==> src/rtl/clus2x2_pkg.sv <==
package clus2x2_pkg;

   // Scan state of the region stream
   typedef enum logic {
      SCAN_IDLE = 1'b0,
      SCAN_RUN  = 1'b1
   } scan_e;

   // Index width for a counter that spans n positions
   function automatic int idx_w(input int n);
      return (n <= 2) ? 1 : $clog2(n);
   endfunction

endpackage

==> src/rtl/clus2x2_thr.sv <==
module clus2x2_thr #(
   parameter int SUM_W    = 14,
   parameter int MULT_W   = 8,
   parameter int GAIN     = 3,
   parameter int SHIFT    = 1,
   parameter bit SATURATE = 1'b1,
   localparam int GAIN_W  = $clog2(GAIN + 1),
   localparam int PROD_W  = MULT_W + GAIN_W,
   localparam int TOT_W   = ((SUM_W > PROD_W) ? SUM_W : PROD_W) + 1
) (
   input  logic [SUM_W-1:0]  base_i,
   input  logic [MULT_W-1:0] mult_i,
   output logic [SUM_W-1:0]  thr_o
);

   logic [PROD_W-1:0] prod;
   logic [PROD_W-1:0] adj;
   logic [TOT_W-1:0]  total;

   always_comb begin
      prod  = PROD_W'(mult_i) * PROD_W'(GAIN);
      adj   = prod >> SHIFT;
      total = TOT_W'(base_i) + TOT_W'(adj);
   end

   generate
      if (SATURATE) begin : g_sat
         localparam logic [TOT_W-1:0] TOP = TOT_W'({SUM_W{1'b1}});
         always_comb begin
            thr_o = (total > TOP) ? {SUM_W{1'b1}} : total[SUM_W-1:0];
         end
         // the correction only ever raises the cut
         always_comb begin
            AST_THR_FLOOR: assert (thr_o >= base_i) else $error("threshold below base");
         end
      end else begin : g_wrap
         always_comb begin
            thr_o = total[SUM_W-1:0];
         end
      end
   endgenerate

endmodule

==> src/rtl/clus2x2_colacc.sv <==
module clus2x2_colacc #(
   parameter int ROWS    = 4,
   parameter int DATA_W  = 12,
   parameter int ROW_W   = 3,
   localparam int PAIR_W = DATA_W + 1,
   localparam int SUM_W  = DATA_W + 2
) (
   input  logic              clk,
   input  logic              rst_n,
   input  logic              clr_i,
   input  logic              take_i,
   input  logic [ROW_W-1:0]  row_i,
   input  logic              first_col_i,
   input  logic [DATA_W-1:0] data_i,
   output logic              win_valid_o,
   output logic [ROW_W-1:0]  win_row_o,
   output logic [SUM_W-1:0]  win_sum_o
);

   logic [DATA_W-1:0] prev_q;
   logic [PAIR_W-1:0] pair_q [ROWS];
   logic [PAIR_W-1:0] pair_new;
   logic [PAIR_W-1:0] pair_old;
   logic              pair_wr;
   logic [ROW_W-1:0]  slot;
   logic              any_nz;

   // vertical pair of this column, and the stored pair of the previous column
   always_comb begin
      pair_new = PAIR_W'(prev_q) + PAIR_W'(data_i);
      pair_wr  = take_i && (row_i != '0);
      slot     = row_i - ROW_W'(1);
      pair_old = '0;
      for (int k = 0; k < ROWS; k++) begin
         if (slot == ROW_W'(k)) pair_old = pair_q[k];
      end
      win_valid_o = pair_wr && !first_col_i;
      win_row_o   = slot;
      win_sum_o   = SUM_W'(pair_old) + SUM_W'(pair_new);
   end

   always_ff @(posedge clk) begin
      if (!rst_n)      prev_q <= '0;
      else if (take_i) prev_q <= data_i;
      else if (clr_i)  prev_q <= '0;
   end

   always_ff @(posedge clk) begin
      if (!rst_n || clr_i) begin
         for (int k = 0; k < ROWS; k++) pair_q[k] <= '0;
      end else if (pair_wr) begin
         for (int k = 0; k < ROWS; k++) begin
            if (slot == ROW_W'(k)) pair_q[k] <= pair_new;
         end
      end
   end

   always_comb begin
      any_nz = (prev_q != '0);
      for (int k = 0; k < ROWS; k++) any_nz = any_nz || (pair_q[k] != '0);
   end

   AST_CLR_EMPTIES: assert property (@(posedge clk) disable iff (!rst_n)
      (clr_i && !take_i) |=> !any_nz) else $error("clear left state");

   AST_WIN_ROW_RANGE: assert property (@(posedge clk) disable iff (!rst_n)
      win_valid_o |-> (win_row_o < ROW_W'(ROWS))) else $error("window row out of range");

endmodule

==> src/rtl/clus2x2_cmp.sv <==
module clus2x2_cmp #(
   parameter int ROWS  = 4,
   parameter int COLS  = 24,
   parameter int ROW_W = 3,
   parameter int COL_W = 5,
   parameter int SUM_W = 14
) (
   input  logic             clk,
   input  logic             rst_n,
   input  logic             win_valid_i,
   input  logic [ROW_W-1:0] win_row_i,
   input  logic [COL_W-1:0] win_col_i,
   input  logic [SUM_W-1:0] win_sum_i,
   input  logic [SUM_W-1:0] thr_i,
   input  logic             last_i,
   output logic             hit_o,
   output logic [ROW_W-1:0] hit_row_o,
   output logic [COL_W-1:0] hit_col_o,
   output logic [SUM_W-1:0] hit_sum_o,
   output logic             done_o
);

   logic fire;

   always_comb fire = win_valid_i && (win_sum_i >= thr_i);

   always_ff @(posedge clk) begin
      if (!rst_n) begin
         hit_o     <= 1'b0;
         hit_row_o <= '0;
         hit_col_o <= '0;
         hit_sum_o <= '0;
         done_o    <= 1'b0;
      end else begin
         hit_o     <= fire;
         done_o    <= last_i;
         hit_row_o <= fire ? win_row_i : '0;
         hit_col_o <= fire ? win_col_i : '0;
         hit_sum_o <= fire ? win_sum_i : '0;
      end
   end

   AST_HIT_POS: assert property (@(posedge clk) disable iff (!rst_n)
      hit_o |-> (hit_row_o < ROW_W'(ROWS)) && (hit_col_o < COL_W'(COLS)))
      else $error("hit position out of range");

   AST_HIT_MEETS_THR: assert property (@(posedge clk) disable iff (!rst_n)
      hit_o |-> (hit_sum_o >= $past(thr_i))) else $error("hit below threshold");

   AST_DONE_PULSE: assert property (@(posedge clk) disable iff (!rst_n)
      done_o |=> !done_o) else $error("done longer than one cycle");

endmodule

==> src/rtl/clus2x2_trig.sv <==
module clus2x2_trig
   import clus2x2_pkg::*;
#(
   parameter int ROWS     = 4,
   parameter int COLS     = 24,
   parameter int DATA_W   = 12,
   parameter int MULT_W   = 8,
   parameter int GAIN     = 3,
   parameter int SHIFT    = 1,
   parameter bit SATURATE = 1'b1,
   localparam int SCAN_H  = ROWS + 1,
   localparam int SCAN_W  = COLS + 1,
   localparam int SUM_W   = DATA_W + 2,
   localparam int ROW_W   = idx_w(SCAN_H),
   localparam int COL_W   = idx_w(SCAN_W)
) (
   input  logic              clk,
   input  logic              rst_n,
   input  logic              sor_i,
   input  logic              in_valid_i,
   input  logic [DATA_W-1:0] in_data_i,
   input  logic [SUM_W-1:0]  thr_base_i,
   input  logic [MULT_W-1:0] mult_i,
   output logic              hit_o,
   output logic [ROW_W-1:0]  hit_row_o,
   output logic [COL_W-1:0]  hit_col_o,
   output logic [SUM_W-1:0]  hit_sum_o,
   output logic              done_o
);

   generate
      if (ROWS < 1 || COLS < 1) begin : g_bad_geom
         $error("region must have at least one window row and column");
      end
      if (DATA_W < 2) begin : g_bad_data
         $error("data width too small");
      end
      if (GAIN < 1 || SHIFT < 0 || SHIFT > 16) begin : g_bad_corr
         $error("multiplicity correction out of range");
      end
   endgenerate

   localparam logic [ROW_W-1:0] ROW_LAST = ROW_W'(ROWS);
   localparam logic [COL_W-1:0] COL_LAST = COL_W'(COLS);

   scan_e            st_q;
   logic [ROW_W-1:0] row_q, cur_row;
   logic [COL_W-1:0] col_q, cur_col;
   logic             take, last;
   logic             win_valid;
   logic [ROW_W-1:0] win_row;
   logic [COL_W-1:0] win_col;
   logic [SUM_W-1:0] win_sum;
   logic [SUM_W-1:0] thr;

   // scan position of the value on the input this cycle
   always_comb begin
      take    = in_valid_i && (sor_i || (st_q == SCAN_RUN));
      cur_row = sor_i ? '0 : row_q;
      cur_col = sor_i ? '0 : col_q;
      last    = take && (cur_row == ROW_LAST) && (cur_col == COL_LAST);
      win_col = cur_col - COL_W'(1);
   end

   always_ff @(posedge clk) begin
      if (!rst_n) begin
         st_q  <= SCAN_IDLE;
         row_q <= '0;
         col_q <= '0;
      end else if (take) begin
         if (last) begin
            st_q  <= SCAN_IDLE;
            row_q <= '0;
            col_q <= '0;
         end else begin
            st_q <= SCAN_RUN;
            if (cur_row == ROW_LAST) begin
               row_q <= '0;
               col_q <= cur_col + COL_W'(1);
            end else begin
               row_q <= cur_row + ROW_W'(1);
               col_q <= cur_col;
            end
         end
      end else if (sor_i) begin
         st_q  <= SCAN_RUN;
         row_q <= '0;
         col_q <= '0;
      end
   end

   clus2x2_colacc #(
      .ROWS   (ROWS),
      .DATA_W (DATA_W),
      .ROW_W  (ROW_W)
   ) u_acc (
      .clk         (clk),
      .rst_n       (rst_n),
      .clr_i       (sor_i),
      .take_i      (take),
      .row_i       (cur_row),
      .first_col_i (cur_col == '0),
      .data_i      (in_data_i),
      .win_valid_o (win_valid),
      .win_row_o   (win_row),
      .win_sum_o   (win_sum)
   );

   clus2x2_thr #(
      .SUM_W    (SUM_W),
      .MULT_W   (MULT_W),
      .GAIN     (GAIN),
      .SHIFT    (SHIFT),
      .SATURATE (SATURATE)
   ) u_thr (
      .base_i (thr_base_i),
      .mult_i (mult_i),
      .thr_o  (thr)
   );

   clus2x2_cmp #(
      .ROWS  (ROWS),
      .COLS  (COLS),
      .ROW_W (ROW_W),
      .COL_W (COL_W),
      .SUM_W (SUM_W)
   ) u_cmp (
      .clk         (clk),
      .rst_n       (rst_n),
      .win_valid_i (win_valid),
      .win_row_i   (win_row),
      .win_col_i   (win_col),
      .win_sum_i   (win_sum),
      .thr_i       (thr),
      .last_i      (last),
      .hit_o       (hit_o),
      .hit_row_o   (hit_row_o),
      .hit_col_o   (hit_col_o),
      .hit_sum_o   (hit_sum_o),
      .done_o      (done_o)
   );

   AST_QUIET_WHEN_IDLE: assert property (@(posedge clk) disable iff (!rst_n)
      !$past(in_valid_i) |-> (!hit_o && !done_o)) else $error("output without input");

endmodule

==> config.mk <==
export PLATFORM = sky130hd
export DESIGN_NAME = clus2x2_trig
export DESIGN_NICKNAME = d
export VERILOG_FILES = /design/src/rtl/clus2x2_pkg.sv /design/src/rtl/clus2x2_thr.sv /design/src/rtl/clus2x2_colacc.sv /design/src/rtl/clus2x2_cmp.sv /design/src/rtl/clus2x2_trig.sv
export SDC_FILE = /design/constraint.sdc
export NUM_CORES = 1
export LEC_CHECK = 0
export BUFFER_PORTS_ARGS = -buffer_cell sky130_fd_sc_hd__buf_2
export CORE_ASPECT_RATIO = 0.75
export CORE_MARGIN = 3
export CORE_UTILIZATION = 50
export DETAILED_ROUTE_END_ITERATION = 8
export PLACE_DENSITY = 0.7
export SYNTH_ARGS = -nofsm -noshare
export SYNTH_HDL_FRONTEND = slang
export SYNTH_SLANG_ARGS = --single-unit
==> constraint.sdc <==
create_clock -name clk -period 9.9 [get_ports clk]
set_input_delay 2.97 -clock clk [delete_from_list [all_inputs] [get_ports clk]]
set_output_delay 2.97 -clock clk [all_outputs]
set_load 0.02 [all_outputs]
## After elaboration in Yosys (flattened, before gate mapping)

Memories as Yosys holds them, arrays and structs flattened.
Index checks and enable logic that the tools add are counted.

- Register bits after elaboration: 45
- Memory bits (writable): 52
- Output and inout port bits: 24
- Memories: 1

- Add/sub/neg operators: 7
- Multiply operators: 1
- Order comparisons: 2
- Eq/ne operators: 5
- Mux-type cells: 40
- Bitwise operators: 4
- Reduce and logical (&&, ||, !) cells: 15

Memories:

| memory | words | width | read ports | clocked after Yosys merged registers in | write ports | RTL line | RTL |
|---|---|---|---|---|---|---|---|
| u_acc.pair_q | 4 | 13 | 4 | 0 | 4 | clus2x2_colacc.sv:21 | `logic [PAIR_W-1:0] pair_q [ROWS];` |

Operators by type and width:

| kind | count |
|---|---|
| 2-to-1 mux 13 bit | 8 |
| 2-to-1 mux 12 bit | 2 |
| 2-to-1 mux 1 bit | 21 |
| 2-to-1 mux 5 bit | 4 |
| adder 14 x 9 -> 15 bit | 1 |
| > comparator 15 x 14 -> 1 bit (second input constant) | 1 |
| adder 13 x 13 -> 14 bit | 1 |
| >= comparator 14 bit | 1 |
| 2-to-1 mux 14 bit | 1 |
| adder 12 x 12 -> 13 bit | 1 |
| 2-to-1 mux 3 bit | 4 |
| multiplier 8 x 2 -> 10 bit (second input constant) | 1 |
| equality test 3 x 2 -> 1 bit (second input constant) | 2 |
| logical AND 1 bit | 6 |
| adder 5 x 1 -> 5 bit (second input constant) | 1 |
| equality test 5 bit (second input constant) | 1 |
| logical NOT 5 bit | 1 |
| subtractor 5 x 1 -> 5 bit (second input constant) | 1 |
| bitwise OR 1 bit | 4 |
| adder 3 x 1 -> 3 bit (second input constant) | 1 |
| equality test 3 x 1 -> 1 bit (second input constant) | 1 |
| equality test 3 bit (second input constant) | 1 |
| logical NOT 3 bit | 1 |
| nonzero test 3 bit | 1 |
| 5 further kinds | 7 |

## Longest topological paths before layout

- Word-level depth: 11
- Gate-level depth with buffers: 27
- Mapped depth without buffers: 24

## Hierarchy

From an unflattened synthesis, not the netlist that was laid out.

- Cell total of the unflattened synthesis: 743
- Area total of the unflattened synthesis: 6,708.9 um^2

By module, submodules not included:

| module | times used | cells each | area an instance (um^2) |
|---|---|---|---|
| clus2x2_colacc | 1 | 412 | 3,975.1 |
| clus2x2_cmp | 1 | 128 | 1,151.1 |
| clus2x2_thr | 1 | 130 | 955.9 |
| clus2x2_trig | 1 | 73 | 626.9 |

## Worst setup path before layout

No wires, ideal clock.

- Path kind: in2reg
- From: input port sor_i
- To: register u_cmp.hit_row_o[0]
- Library setup time: 0.131 ns
- Arrival: 7.563 ns
- Required time: 9.769 ns
- Setup slack: 2.206 ns
- Stages on the path: 26
- Buffers on the path: 4
- Cell sequence: buf_6 -> clkbuf_1 -> nor2b_1 -> inv_1 -> ha_1 -> xor2_4 -> and2_1 -> buf_2 -> a221oi_1 -> o21ai_1 -> ha_1 -> inv_1 -> fa_1 -> nor2b_1 -> o31a_1 -> o41ai_2 -> o21ai_0 -> xnor2_1 -> ha_1 -> a21o_1 -> a21oi_1 -> o21bai_1 -> o311a_2 -> nand2_2 -> buf_6 -> nor2_1

- Word-level cells in the longest chain between the ends: 11
- Elaborated cells on any way between the ends: 22
- Those cells by class: add/sub (2); order compare (1); eq/ne (3); mux (6); reduce/logical (10)

RTL lines:

| element | RTL line | RTL |
|---|---|---|
| start, declared | clus2x2_trig.sv:19 | `input logic sor_i,` |
| 2-to-1 mux 3 bit * | -- |  |
| subtractor 3 x 1 -> 3 bit * | clus2x2_colacc.sv:32 | `slot = row_i - ROW_W'(1);` |
| net u_acc.win_row_o[0] | clus2x2_colacc.sv:16 | `output logic [ROW_W-1:0] win_row_o,` |
| logical NOT 3 bit | clus2x2_colacc.sv:35 | `if (slot == ROW_W'(k)) pair_old = pair_q[k];` |
| 2-to-1 mux 13 bit (3 in series) | clus2x2_colacc.sv:35 |  |
| 2-to-1 mux 13 bit * | clus2x2_colacc.sv:35 |  |
| adder 13 x 13 -> 14 bit * | clus2x2_colacc.sv:39 | `win_sum_o = SUM_W'(pair_old) + SUM_W'(pair_new);` |
| net u_acc.win_sum_o[10] | clus2x2_colacc.sv:17 | `output logic [SUM_W-1:0] win_sum_o` |
| >= comparator 14 bit * | clus2x2_cmp.sv:25 | `always_comb fire = win_valid_i && (win_sum_i >= thr_i);` |
| logical AND 1 bit * | clus2x2_cmp.sv:25 |  |
| AND reduction 2 bit (no source line) * | -- |  |
| end signal, assigned | clus2x2_cmp.sv:37 | `hit_row_o <= fire ? win_row_i : '0;` |
| end, declared | clus2x2_cmp.sv:17 | `output logic [ROW_W-1:0] hit_row_o,` |

Mark *: on every way through the listed nets, which the timed path passes. The rest lies on a longest branch.
A chain may end at the register's enable or synchronous reset.

## Worst setup path in the final report

- From: input port sor_i
- To: register u_cmp.hit_sum_o[11]

- Word-level cells in the longest chain between the ends: 11
- Elaborated cells on any way between the ends: 22
- Those cells by class: add/sub (2); order compare (1); eq/ne (3); mux (6); reduce/logical (10)

RTL lines:

| element | RTL line | RTL |
|---|---|---|
| 2-to-1 mux 3 bit * | -- |  |
| subtractor 3 x 1 -> 3 bit * | clus2x2_colacc.sv:32 |  |
| net u_acc.win_row_o[0] | clus2x2_colacc.sv:16 |  |
| logical NOT 3 bit | clus2x2_colacc.sv:35 |  |
| 2-to-1 mux 13 bit (3 in series) | clus2x2_colacc.sv:35 |  |
| 2-to-1 mux 13 bit * | clus2x2_colacc.sv:35 |  |
| adder 13 x 13 -> 14 bit * | clus2x2_colacc.sv:39 |  |
| net u_acc.win_sum_o[11] | clus2x2_colacc.sv:17 |  |
| >= comparator 14 bit | clus2x2_cmp.sv:25 |  |
| logical AND 1 bit | clus2x2_cmp.sv:25 |  |
| AND reduction 2 bit (no source line) | -- |  |
| end signal, assigned | clus2x2_cmp.sv:39 | `hit_sum_o <= fire ? win_sum_i : '0;` |
| end, declared | clus2x2_cmp.sv:19 | `output logic [SUM_W-1:0] hit_sum_o,` |

Marked as above.

==> flow_metrics.py <==
metrics = {
    "logic_synthesis": {
        "yosysWarnings": 0,
        "avgSynthCellArea_um2": 9.264,
        "synth_area_leader_cell": "edfxtp_1",
        "synthArstFlopShare_pct": 0,
        "ys_top_cells_by_area": "edfxtp_1 (25%), dfxtp_1 (14%), ha_1 (13%), nor2_1 (5.6%), a21oi_1 (3.5%)",
        "synth_area_um2": 6262,
        "yosysTopAreaCellShare_pct": 24.94,
        "ys.flop_type": "edfxtp_1",
        "synth_edf_count": 52,
        "ys_seq_area_share_pct": 39.32,
        "yosysUniqueCellTypes": 62,
        "synthesis.nets": 784,
        "ys_ff_latch": 97,
        "syn_inst": 676,
    },
    "worst_hold_path": {
        "holdCritPathClass": "register to register",
        "hold_depth": 2,
    },
    "setup_path": {
        "crit_type": "input port to register",
        "slowest_delay_ns": 0.44,
        "path_common_cell": "ha_1",
        "path_cells": "buf_2 -> nor2b_1 -> inv_1 -> ha_1 -> xor2_4 -> and2_1 -> a221oi_1 -> o21ai_1 -> ha_1 -> o211ai_1 -> o21ai_1 -> o2111ai_1 -> a311oi_2 -> xor2_1 -> ha_1 -> a21o_1 -> a21oi_1 -> o21bai_1 -> a2111o_1 -> nand2_2 -> inv_2 -> and2_1",
        "reg2reg_depth": 21,
        "crit_fanout": 28,
        "start_kind": "input port",
        "critPathSlowestCell": "nor2b_1",
        "arrival_ns": 8.44,
        "worst-endpoint-required_ns": 10.14,
        "end_kind": "register",
    },
    "sta": {
        "finalSetupTns_ns": 0,
        "slew_headroom_pct": 38.47,
        "slew_viol_final": 0,
        "setup_ws_ns": 1.701,
        "fmax_mhz": 122.0,
        "fin_crit_ns": 8.199,
        "rsz0062_at_grt": "false",
        "setup_viol": 0,
        "final.setup_skew_ns": 0.005639,
        "tightest_slew_ns": 0.9229,
        "finalHoldViolations": 0,
        "period_share_pct": 82.82,
    },
    "routing": {
        "wirelength_um": 14380,
        "ant_nets": 0,
        "routedWlPerCell_um": 15.95,
        "drc": 0,
        "vias_per_cell": 5.600,
        "drt-pass1-iter-count": 5,
        "dr.first_iter.drc_count": 474,
        "vias": 5046,
    },
    "die": {
        "die-area_um2": 13920,
        "core_area_um2": 11910,
        "num_rows": 34,
        "num_io_pins": 62,
        "start_util_pct": 52.57,
        "die_x_um": 135.2,
        "die_y_um": 102.9,
    },
    "finish": {
        "drive_gt1_share_pct": 13.80,
        "fillers": 1055,
        "final_area_um2": 7053,
        "final_nets": 842,
        "final_common_cell": "nor2_1",
        "multi_input_area_um2": 3551,
        "insertedDiodeCount": 0,
        "final_cell_mix": "nor2_1 (93), ha_1 (66), buf_2 (61)",
        "area_growth_pct": 12.63,
        "seqCellArea_um2": 2462,
    },
    "clocking": {
        "clkSinkCount": 97,
        "cts_buffers": 9,
        "cts_resized": 0,
        "htreeDepth": 3,
        "insertion_delay_ns": 0.35,
        "cts_tree": "built",
        "clk_pin_slew_worst_paths_ns": 0.07,
        "root_buffer": "clkbuf_16",
        "cts_buffer_depth": 2,
        "ctsHoldBuffers": 0,
        "cts_setup_buffers": 0,
    },
    "grt": {
        "grt-ovfl-total": 0,
        "grt_pass1_vias": 4848,
        "grt_usage_pct": 21.54,
        "grt_first_pass_wirelength_um": 23920,
        "grt_max_degree": 30,
        "antenna_found_initial": 0,
    },
    "pwr": {
        "max-vdd-ir-drop_v": 0.00008447,
        "powerDensity_nw_per_um2": 153.6,
        "p_leak_uw": 0.003216,
    },
    "status": {
        "status": "complete, no violations",
    },
    "placement": {
        "dp_hpwl_um": 11270,
        "place_area_um2": 6716,
        "io_buffers": 61,
        "dp_slack_ns": 1.400,
        "place_congestion": 0.8746,
    },
    "run": {
        "max-cap-violations": 0,
    },
}
-- worst max-delay path, delay by kind of cell --
family	cells	cell delay [ns]
buffers and inverters	3	0.52
adders and majority gates	3	0.96
xor gates and xnor gates	2	0.47
and+or+nand+nor	4	1.23
AOI/OAI and AO/OA	10	2.29
-- synth_stat cells, drive strengths merged (3+ instances only) --
cell and number:
nor2 96, dfxtp 45, a21o 17, xor2 15, o211ai 3, edfxtp 52
buf 11, nand2b 16, a221oi 12, and3 7, a211oi 4, o21a 6
xnor2 22, nand2 40, clkbuf 11, fa 4, nor3 17, ha 66
and2 11, nor3b 13, o21ai 52, inv 36, a21oi 45, o21bai 4
nor2b 20, nand3 11, a31oi 4, nand4 5
-- logic make-up after synthesis --
group	share of synthesized area, %
AOI/OAI and AO/OA	16.78
xor gates and xnor gates	5.475
adders and majority gates	14.47
buffers and inverters	3.976
DFF	39.32
muxes	0.4995
and+or+nand+nor	19.48
-- state kept, by name (all words and copies together) (netlist names) --
signal / count
u_acc.prev_q: 12
u_cmp.hit_row_o: 3
col_q: 5
u_cmp.hit_col_o: 5
u_cmp.done_o: 1
u_cmp.hit_o: 1
st_q: 1
u_acc.pair_q: 52
row_q: 3
u_cmp.hit_sum_o: 14
-- report_power, final --
part / switching, uW / leakage, uW / internal, uW
registers: 4.93 / 0.000944 / 434
logic: 153 / 0.00210 / 110
clock network: 157 / 0.000168 / 224
-- metal layers --
layer / vias up / share of wire (%) / global-route usage, % / wire, um
li1: 2522 / - / - / -
met1: 2377 / 50 / 31.96 / 7156
met2: 131 / 44 / 32.87 / 6293
met3: 16 / 5.3 / 3.805 / 762
met4: 0 / 1.1 / 5.190 / 162
met5: - / 0 / 0 / 0
-- final timing paths --
kind / start / to / slack, ns
worst max-delay path: sor_i / u_cmp.hit_sum_o[11]$_SDFF_PN0_ / 1.70
worst min-delay path: st_q$_SDFFE_PN0P_ / st_q$_SDFFE_PN0P_ / 0.51
worst max register to register: row_q[0]$_SDFF_PN0_ / u_cmp.hit_sum_o[11]$_SDFF_PN0_ / 4.33
worst min register to register: st_q$_SDFFE_PN0P_ / st_q$_SDFFE_PN0P_ / 0.51
-- area by class of cell --
cell class	count	area share (%)
Multi-Input combinational cell	521	50.35
Sequential cell	97	34.91
Tap cell	162	2.874
Inverter	36	1.916
Clock buffer	13	4.453
Timing Repair Buffer	69	5.180
Clock inverter	3	0.3193
-- through the flow --
stage	hold WS [ns]	utilization, %	total power, uW	std cells
2_1_floorplan	0.4705	-	638.1	676
3_3_place_gp	0.4948	56.39	698.5	885
3_5_place_dp	0.5073	56.39	707.0	885
4_1_cts	0.5191	59.21	1087	901
5_1_grt	0.5494	59.21	1146	901
6_report	0.5143	59.21	1083	901
(Power assumes the default switching activity.)
